### src/rtl/sync_char_rx_pkg.sv
package sync_char_rx_pkg;
  localparam int MAX_BITS = 9;
  localparam int CNT_W = $clog2(MAX_BITS + 1);

  typedef enum logic [2:0] {
    PM_NONE = 3'd0,
    PM_EVEN = 3'd1,
    PM_ODD  = 3'd2,
    PM_ZERO = 3'd3,
    PM_ONE  = 3'd4
  } par_mode_t;

  typedef enum logic [1:0] {
    ST_IDLE, ST_DATA, ST_PAR, ST_STOP
  } rx_state_t;

  function automatic par_mode_t decode_par(input logic [2:0] code);
    case (code)
      3'd1: decode_par = PM_EVEN;
      3'd2: decode_par = PM_ODD;
      3'd3: decode_par = PM_ZERO;
      3'd4: decode_par = PM_ONE;
      default: decode_par = PM_NONE;
    endcase
  endfunction

  function automatic logic [CNT_W-1:0] decode_len(input logic [2:0] code);
    if (code > 3'd4) decode_len = CNT_W'(MAX_BITS);
    else decode_len = CNT_W'(code) + CNT_W'(5);
  endfunction

  // acc is XOR of received data bits, pbit the received parity bit
  function automatic logic parity_bad(input par_mode_t m, input logic acc, input logic pbit);
    case (m)
      PM_EVEN: parity_bad = acc ^ pbit;
      PM_ODD:  parity_bad = ~(acc ^ pbit);
      PM_ZERO: parity_bad = pbit;
      PM_ONE:  parity_bad = ~pbit;
      default: parity_bad = 1'b0;
    endcase
  endfunction
endpackage

### src/rtl/rx_sync_edge.sv
module rx_sync_edge #(
  parameter int STAGES = 2
) (
  input  logic clk,
  input  logic rst,
  input  logic ser_clk,
  input  logic ser_din,
  output logic smp,
  output logic smp_bit
);
  logic [STAGES:0]   clk_q;
  logic [STAGES-1:0] din_q;

  always_ff @(posedge clk) begin
    if (rst) begin
      clk_q <= '0;
      din_q <= '1;
    end else begin
      clk_q <= {clk_q[STAGES-1:0], ser_clk};
      din_q <= {din_q[STAGES-2:0], ser_din};
    end
  end

  assign smp     = clk_q[STAGES-1] & ~clk_q[STAGES];
  assign smp_bit = din_q[STAGES-1];
endmodule

### src/rtl/rx_frame.sv
module rx_frame
  import sync_char_rx_pkg::*;
(
  input  logic                clk,
  input  logic                rst,
  input  logic                smp,
  input  logic                smp_bit,
  input  logic [2:0]          cfg_len,
  input  logic [2:0]          cfg_par,
  input  logic                cfg_stop2,
  output logic                done,
  output logic [MAX_BITS-1:0] done_data,
  output logic                done_perr,
  output logic                done_ferr
);
  rx_state_t           state;
  logic [CNT_W-1:0]    cnt;
  logic [CNT_W-1:0]    len_q;
  par_mode_t           mode_q;
  logic                stop2_q;
  logic                scnt;
  logic [MAX_BITS-1:0] shreg;
  logic                acc;
  logic                perr;
  logic                ferr;

  always_ff @(posedge clk) begin
    if (rst) begin
      state     <= ST_IDLE;
      cnt       <= '0;
      len_q     <= CNT_W'(5);
      mode_q    <= PM_NONE;
      stop2_q   <= 1'b0;
      scnt      <= 1'b0;
      shreg     <= '0;
      acc       <= 1'b0;
      perr      <= 1'b0;
      ferr      <= 1'b0;
      done      <= 1'b0;
      done_data <= '0;
      done_perr <= 1'b0;
      done_ferr <= 1'b0;
    end else begin
      done <= 1'b0;
      if (smp) begin
        case (state)
          ST_IDLE: if (!smp_bit) begin
            shreg   <= '0;
            acc     <= 1'b0;
            perr    <= 1'b0;
            ferr    <= 1'b0;
            cnt     <= '0;
            len_q   <= decode_len(cfg_len);
            mode_q  <= decode_par(cfg_par);
            stop2_q <= cfg_stop2;
            state   <= ST_DATA;
          end
          ST_DATA: begin
            shreg[cnt] <= smp_bit;
            acc        <= acc ^ smp_bit;
            cnt        <= cnt + 1'b1;
            if (cnt == len_q - 1'b1) begin
              scnt  <= 1'b0;
              state <= (mode_q == PM_NONE) ? ST_STOP : ST_PAR;
            end
          end
          ST_PAR: begin
            perr  <= parity_bad(mode_q, acc, smp_bit);
            state <= ST_STOP;
          end
          ST_STOP: begin
            if (!smp_bit) ferr <= 1'b1;
            if (scnt == stop2_q) begin
              done      <= 1'b1;
              done_data <= shreg;
              done_perr <= perr;
              done_ferr <= ferr | ~smp_bit;
              state     <= ST_IDLE;
            end else begin
              scnt <= 1'b1;
            end
          end
          default: state <= ST_IDLE;
        endcase
      end
    end
  end
endmodule

### src/rtl/rx_hold.sv
module rx_hold #(
  parameter int W = 9
) (
  input  logic         clk,
  input  logic         rst,
  input  logic         done,
  input  logic [W-1:0] done_data,
  input  logic         done_perr,
  input  logic         done_ferr,
  input  logic         rd_stb,
  input  logic         sts_clr,
  output logic [W-1:0] rd_data,
  output logic         rx_ready,
  output logic         ovr_err,
  output logic         par_err,
  output logic         frm_err
);
  logic set_ovr;
  assign set_ovr = done & rx_ready & ~rd_stb;

  always_ff @(posedge clk) begin
    if (rst) begin
      rd_data  <= '0;
      rx_ready <= 1'b0;
      ovr_err  <= 1'b0;
      par_err  <= 1'b0;
      frm_err  <= 1'b0;
    end else begin
      if (done) begin
        rd_data  <= done_data;
        rx_ready <= 1'b1;
      end else if (rd_stb) begin
        rx_ready <= 1'b0;
      end
      ovr_err <= (ovr_err & ~sts_clr) | set_ovr;
      par_err <= (par_err & ~sts_clr) | (done & done_perr);
      frm_err <= (frm_err & ~sts_clr) | (done & done_ferr);
    end
  end
endmodule

### src/rtl/sync_char_rx.sv
module sync_char_rx
  import sync_char_rx_pkg::*;
(
  input  logic                clk,
  input  logic                rst,
  input  logic                ser_clk,
  input  logic                ser_din,
  input  logic [2:0]          cfg_len,
  input  logic [2:0]          cfg_par,
  input  logic                cfg_stop2,
  input  logic                rd_stb,
  input  logic                sts_clr,
  output logic [MAX_BITS-1:0] rd_data,
  output logic                rx_ready,
  output logic                ovr_err,
  output logic                par_err,
  output logic                frm_err
);
  logic                smp;
  logic                smp_bit;
  logic                fr_done;
  logic [MAX_BITS-1:0] fr_data;
  logic                fr_perr;
  logic                fr_ferr;

  rx_sync_edge #(.STAGES(2)) i_sync (
    .clk(clk), .rst(rst), .ser_clk(ser_clk), .ser_din(ser_din),
    .smp(smp), .smp_bit(smp_bit)
  );

  rx_frame i_frame (
    .clk(clk), .rst(rst), .smp(smp), .smp_bit(smp_bit),
    .cfg_len(cfg_len), .cfg_par(cfg_par), .cfg_stop2(cfg_stop2),
    .done(fr_done), .done_data(fr_data), .done_perr(fr_perr), .done_ferr(fr_ferr)
  );

  rx_hold #(.W(MAX_BITS)) i_hold (
    .clk(clk), .rst(rst), .done(fr_done), .done_data(fr_data),
    .done_perr(fr_perr), .done_ferr(fr_ferr), .rd_stb(rd_stb), .sts_clr(sts_clr),
    .rd_data(rd_data), .rx_ready(rx_ready), .ovr_err(ovr_err),
    .par_err(par_err), .frm_err(frm_err)
  );
endmodule

### config.mk
export PLATFORM = sky130hd
export DESIGN_NAME = sync_char_rx
export DESIGN_NICKNAME = d
export VERILOG_FILES = /design/src/rtl/sync_char_rx_pkg.sv /design/src/rtl/rx_sync_edge.sv /design/src/rtl/rx_frame.sv /design/src/rtl/rx_hold.sv /design/src/rtl/sync_char_rx.sv
export SDC_FILE = /design/constraint.sdc
export NUM_CORES = 1
export LEC_CHECK = 0
export BUFFER_PORTS_ARGS = -buffer_cell sky130_fd_sc_hd__buf_2
export CAP_MARGIN = 15
export CORE_AREA = 2 2 90 92
export DETAILED_ROUTE_END_ITERATION = 10
export DIE_AREA = 0 0 92 94
export MAX_ROUTING_LAYER = met4
export PLACE_DENSITY = 0.55
export SETUP_SLACK_MARGIN = 0.2
export SYNTH_ARGS = -nofsm -noshare
export SYNTH_HDL_FRONTEND = slang
export SYNTH_SLANG_ARGS = --single-unit
### constraint.sdc
create_clock -name clk -period 2.6 [get_ports clk]
set_clock_uncertainty 0.2 [all_clocks]
set_input_delay 0.39 -clock clk [delete_from_list [all_inputs] [get_ports clk]]
set_output_delay 0.39 -clock clk [all_outputs]
set_load 0.005 [all_outputs]
Yosys cells after proc, flatten, opt, wreduce, memory -nomap -nowiden. Cells that the tools add are included.

Register bits: 57. Input port bits: 13. Word-level logic and storage cells: 107.

Add/sub/neg operators: 3. $lt $le $gt $ge: 3. Equality and inequality tests: 18. Muxes and demuxes: 26. Bitwise logic cells: 20. Reductions and logical operators: 16.

Operators by type and width (number): $pmux W9 S2 (1); $eq A3 B2 Y1 const B (4); $pmux W3 S4 (1); $reduce_and A3 Y1 (4); $reduce_and A4 Y1 (3); $reduce_bool A2 Y1 (5); $bwmux W9 (1); $mux W1 (9); $mux W9 (1); $and A1 B1 Y1 (8); $mux W4 (2); $pmux W1 S2 (4); $pmux W2 S4 (1); $pmux W4 S2 (1); $not A1 Y1 (7); $eq A3 B1 Y1 const B (2); $eq A3 B3 Y1 const B (2); $mux W2 (3); $ne A2 B2 Y1 const B (3); $lt A4 B5 Y1 const B (1); $add A3 B3 Y4 const B (1); $add A4 B1 Y4 const B (1); $demux W1 S4 (1); $eq A2 B2 Y1 const B (2); other kinds (14) (18).

Depth between registers and ports, before layout.
Depth after elaboration: 6. Mapped depth: 7. Mapped depth without buffers: 6.

Hierarchy. Synthesis repeated with hierarchy kept, for this count alone.

Cell total of the unflattened synthesis: 288. Area total of the unflattened synthesis: 2539.9 um2.

Modules (own cells, without submodules): rx_frame (times used 1, cells an instance 233, area an instance 1933.1 um2, seq. area each 780.7 um2); rx_hold (times used 1, cells an instance 44, area an instance 461.7 um2, seq. area each 260.2 um2); rx_sync_edge (times used 1, cells an instance 11, area an instance 145.1 um2, seq. area each 100.1 um2).

Worst setup path before layout. OpenSTA, ideal clock, no wires.

Path type: reg2reg. Start: register i_frame.len_q[0]. End: register i_frame.scnt. Library setup time: 0.122 ns. Arrival time: 1.677 ns. Data required time: 2.278 ns. Path slack: 0.602 ns. Cell stages (with the launch flop): 7. Period minus slack after synthesis: 1.998 ns. Cell sequence: dfxtp_1 > inv_1 > ha_1 > xnor2_1 > or3_4 > or3_1 > o311a_1.

Word-level cells in the longest chain between the ends: 4.

RTL lines: start: declaration (RTL line rx_frame.sv:18) `logic [CNT_W-1:0] len_q;`; start signal: assignment (RTL line rx_frame.sv:53) `len_q <= decode_len(cfg_len);`; $sub A4 B1 Y4 (RTL line rx_frame.sv:62) `if (cnt == len_q - 1'b1) begin`; $eq A4 B4 Y1 (RTL line rx_frame.sv:62); $ne A2 B1 Y1 (no line); $reduce_and A4 Y1 (no line); end signal: assignment (RTL line rx_frame.sv:34) `scnt <= 1'b0;`; end signal: assignment (RTL line rx_frame.sv:63) `scnt <= 1'b0;`; end signal: assignment (RTL line rx_frame.sv:80) `scnt <= 1'b1;`; end: declaration (RTL line rx_frame.sv:21) `logic scnt;`.

Every way passes these cells. A chain may end at the register's enable or synchronous reset.

Worst setup path in the final report.
Start: register i_frame.state[0]. End: register i_frame.perr.

Word-level cells in the longest chain between the ends: 3.

RTL lines: start: declaration (RTL line rx_frame.sv:16) `rx_state_t state;`; start signal: assignment (RTL line rx_frame.sv:64) `state <= (mode_q == PM_NONE) ? ST_STOP : ST_PAR;`; $eq A2 B2 Y1 / $logic_not A2 Y1 (equally long branches) (RTL line rx_frame.sv:46) `case (state)`; $reduce_bool A2 Y1 (no line) / $ne A2 B2 Y1 (equally long branches); $reduce_and A3 Y1 (no line); end signal: assignment (RTL line rx_frame.sv:68) `perr <= parity_bad(mode_q, acc, smp_bit);`; end: declaration (RTL line rx_frame.sv:24) `logic perr;`.

Parallel ways exist; a longest one is shown, timed or not.

==> flow_summary.json <==
{
  "outcome": "complete, no violations",
  "worstHoldEndpoint": "i_sync.din_q[0]$_SDFF_PP1_",
  "worstSetupEndpointType": "register",
  "hold_viol": 0,
  "power_leakage_nw": 1.10,
  "overflow": 0,
  "grt_pass1_vias": 1963,
  "die_h_um": 94,
  "cp_num_cells": 7,
  "p_seq_share_pct": 49.2,
  "min_period_over_period_pct": 82.1,
  "p_switching_mw": 0.371,
  "dieArea_um2": 8650,
  "totalWireLength_um": 5210,
  "initialDrtViolationCount": 89,
  "post_cts_resize_count": 0,
  "fmax_ghz": 0.468,
  "syn_nets": 314,
  "antenna_cells": 0,
  "drt-wirelength-per-cell_um": 12.4,
  "finalSetupViolCount": 0,
  "final_util_pct": 39.7,
  "fill_cells": 785,
  "fin_setup_tns_ns": 0,
  "hold_buffers": 0,
  "maxCapViolations": 0,
  "hold_start": "ser_din",
  "hpwl_um": 3660,
  "cp_slowest_stage_delay_ns": 0.48,
  "ff2ff_path_depth": 7,
  "grt_pass1_wl_um": 9130,
  "critPathSlowestCell": "or4_1",
  "hold_class": "in2reg",
  "initial_core_util_pct": 34.2,
  "required_ns": 2.66,
  "ys.warnings.count": 0,
  "syn_to_final_growth_pct": 16.3,
  "cp-start-kind": "register",
  "drc": 0,
  "rsz0062_at_grt": "false",
  "vias": 2048,
  "power_frac_comb_pct": 3.3,
  "final_common_cell": "dfxtp_1",
  "worst_path_dominant_cell_family": "simple AND/OR/NAND/NOR gates",
  "cp_cell_sequence": "inv_1, ha_1, nand2_1, buf_4, nand3_1, or4_1, a31oi_1",
  "syn_area_um2": 2600,
  "r2r_setup_slack_ns": 0.46,
  "final_cell_mix": "dfxtp_1, nor2_1, buf_2, mux2i_1, a21oi_1",
  "drtAntennaViolNets": 0,
  "peakVddDrop_uv": 205,
  "clk_latency_ns": 0.33,
  "clock_sinks": 57,
  "r2r_end": "i_frame.perr$_SDFFE_PP0P_",
  "gp_congestion": 0.775,
  "place.port_buffers": 25,
  "setup_slack_ns": 0.465,
  "ctsRootBufferMaster": "clkbuf_8",
  "powerDensity_nw_per_um2": 593,
  "min_period_ns": 2.14,
  "async_flop_share_pct": 0,
  "nets": 337,
  "grt_max_degree": 26,
  "die_width_um": 92,
  "dpl_cell_area_um2": 2810,
  "detail_route.first_pass.iterations": 4,
  "synth_area_leaders": "dfxtp_1, mux2i_1, ha_1",
  "postCtsSetupBuffers": 0,
  "ys_seq_area_share_pct": 43.9,
  "drive_gt1_share_pct": 17.0,
  "intPower_mw": 1.42,
  "ys_ff_latch": 57,
  "yosysUniqueCellTypes": 47,
  "post-place-ws_ns": 0.470,
  "cts_tree": "yes",
  "crit_fanout": 12,
  "p_total_mw": 1.79,
  "crit_buf_inv": 2,
  "synth_area_per_cell_um2": 8.96,
  "vias_per_cell": 4.88,
  "synth_ff_type": "dfxtp_1",
  "cts_inserted_buffers": 9,
  "path_clk_slew_ns": 0.06,
  "ctsHtreeMaxLevel": 3,
  "cp.arrival_ns": 2.19,
  "synth_cells": 290,
  "rows": 32,
  "worst_pin_slew_ns": 0.646,
  "io_pins": 26,
  "synth_top_area_share_pct": 43.9,
  "critical_path_class": "reg2reg",
  "hold_ws_ns": 0.0513,
  "synth.largest_area_cell": "dfxtp_1",
  "slew_viol_final": 0,
  "clk_path_buf_depth": 2,
  "rr_startpoint": "i_frame.state[0]$_SDFFE_PP0P_",
  "synth_edf_count": 0,
  "dp.cells": 404,
  "swShare_pct": 20.7,
  "grt_usage_pct": 13.8,
  "p_clk_share_pct": 47.5,
  "stdcell_area_um2": 3020,
  "antenna_found_initial": 0,
  "slew_headroom_pct": 56.9,
  "final_cells": 420,
  "core_area_um2": 7610,
  "hold_depth": 2
}
## flip-flops by register name, summed over array words and instances, names as in the netlist, 2 cells and up
signal	cells
i_frame.state	2
i_frame.done_data	9
i_hold.rd_data	9
i_frame.len_q	4
i_frame.shreg	9
i_sync.din_q	2
i_frame.mode_q	3
i_frame.cnt	4
i_sync.clk_q	3
## final cells by class
type / instances / area, um^2 / area share, %
Multi-Input combinational cell: 198 / 1320 / 43.5
Sequential cell: 57 / 1140 / 37.8
Clock buffer: 14 / 173 / 5.71
Timing Repair Buffer: 31 / 170 / 5.63
Tap cell: 102 / 128 / 4.22
Inverter: 16 / 60.1 / 1.99
Clock inverter: 2 / 35.0 / 1.16
## cell families (layout without fill, tap and decap cells)
| family | Yosys count | count (layout) | synth area share (%) |
|---|---|---|---|
| compound gates | 55 | 55 | 13.6 |
| xor+xnor | 7 | 7 | 2.94 |
| fa+ha+maj | 11 | 11 | 5.30 |
| buf+inv | 35 | 63 | 5.49 |
| flops | 57 | 57 | 43.9 |
| mux | 21 | 21 | 8.14 |
| simple gates | 104 | 104 | 20.7 |
## metal layers
metal	share of wire (%)	track usage, %	up-vias
li1	-	-	1058
met1	51	17.5	929
met2	44	20.6	57
met3	4.4	3.13	4
met4	0.77	7.09	0
met5	0	-	-
## worst max-delay path by stage
stage / end / slack, ns / from
global placement: i_frame.scnt$_SDFFE_PP0P_ / 0.56 / i_frame.len_q[0]$_SDFFE_PP1P_
CTS: i_frame.perr$_SDFFE_PP0P_ / 0.47 / i_frame.state[0]$_SDFFE_PP0P_
detailed placement: i_frame.perr$_SDFFE_PP0P_ / 0.47 / i_frame.state[0]$_SDFFE_PP0P_
global route: i_frame.perr$_SDFFE_PP0P_ / 0.33 / i_frame.state[0]$_SDFFE_PP0P_
finish: i_frame.perr$_SDFFE_PP0P_ / 0.46 / i_frame.state[0]$_SDFFE_PP0P_
floorplan: i_frame.scnt$_SDFFE_PP0P_ / 0.60 / i_frame.len_q[0]$_SDFFE_PP1P_
## cell usage after synthesis (4+ instances only)
cell type and count:
a21oi_1 19, a22oi_1 5, clkbuf_1 16, dfxtp_1 57
ha_1 11, inv_1 16, mux2i_1 20, nand2_1 16
nand3_1 12, nand4_1 10, nor2_1 33, nor2b_1 6
o21ai_0 11, or2_2 4, xnor2_1 5
## worst reg2reg max path, delay by kind of cell, from the launching register on
family                   cells  cell delay, ns
AND/OR/NAND/NOR              3            0.73
flip-flops                   1            0.39
adder cells (fa/ha/maj)      1            0.30
buffers and inverters        2            0.29
AO/OA/AOI/OAI                1            0.16
## power by group through the flow
stage | Sequential, mW | Combinational (mW) | Clock [mW]
after floorplan | 0.899 | 0.0372 | 0
after global placement | 0.900 | 0.0589 | 0
after detailed placement | 0.900 | 0.0603 | 0
after CTS | 0.880 | 0.0604 | 0.886
after global routing | 0.880 | 0.0676 | 0.928
final | 0.880 | 0.0597 | 0.851
(Power assumes the default switching activity.)
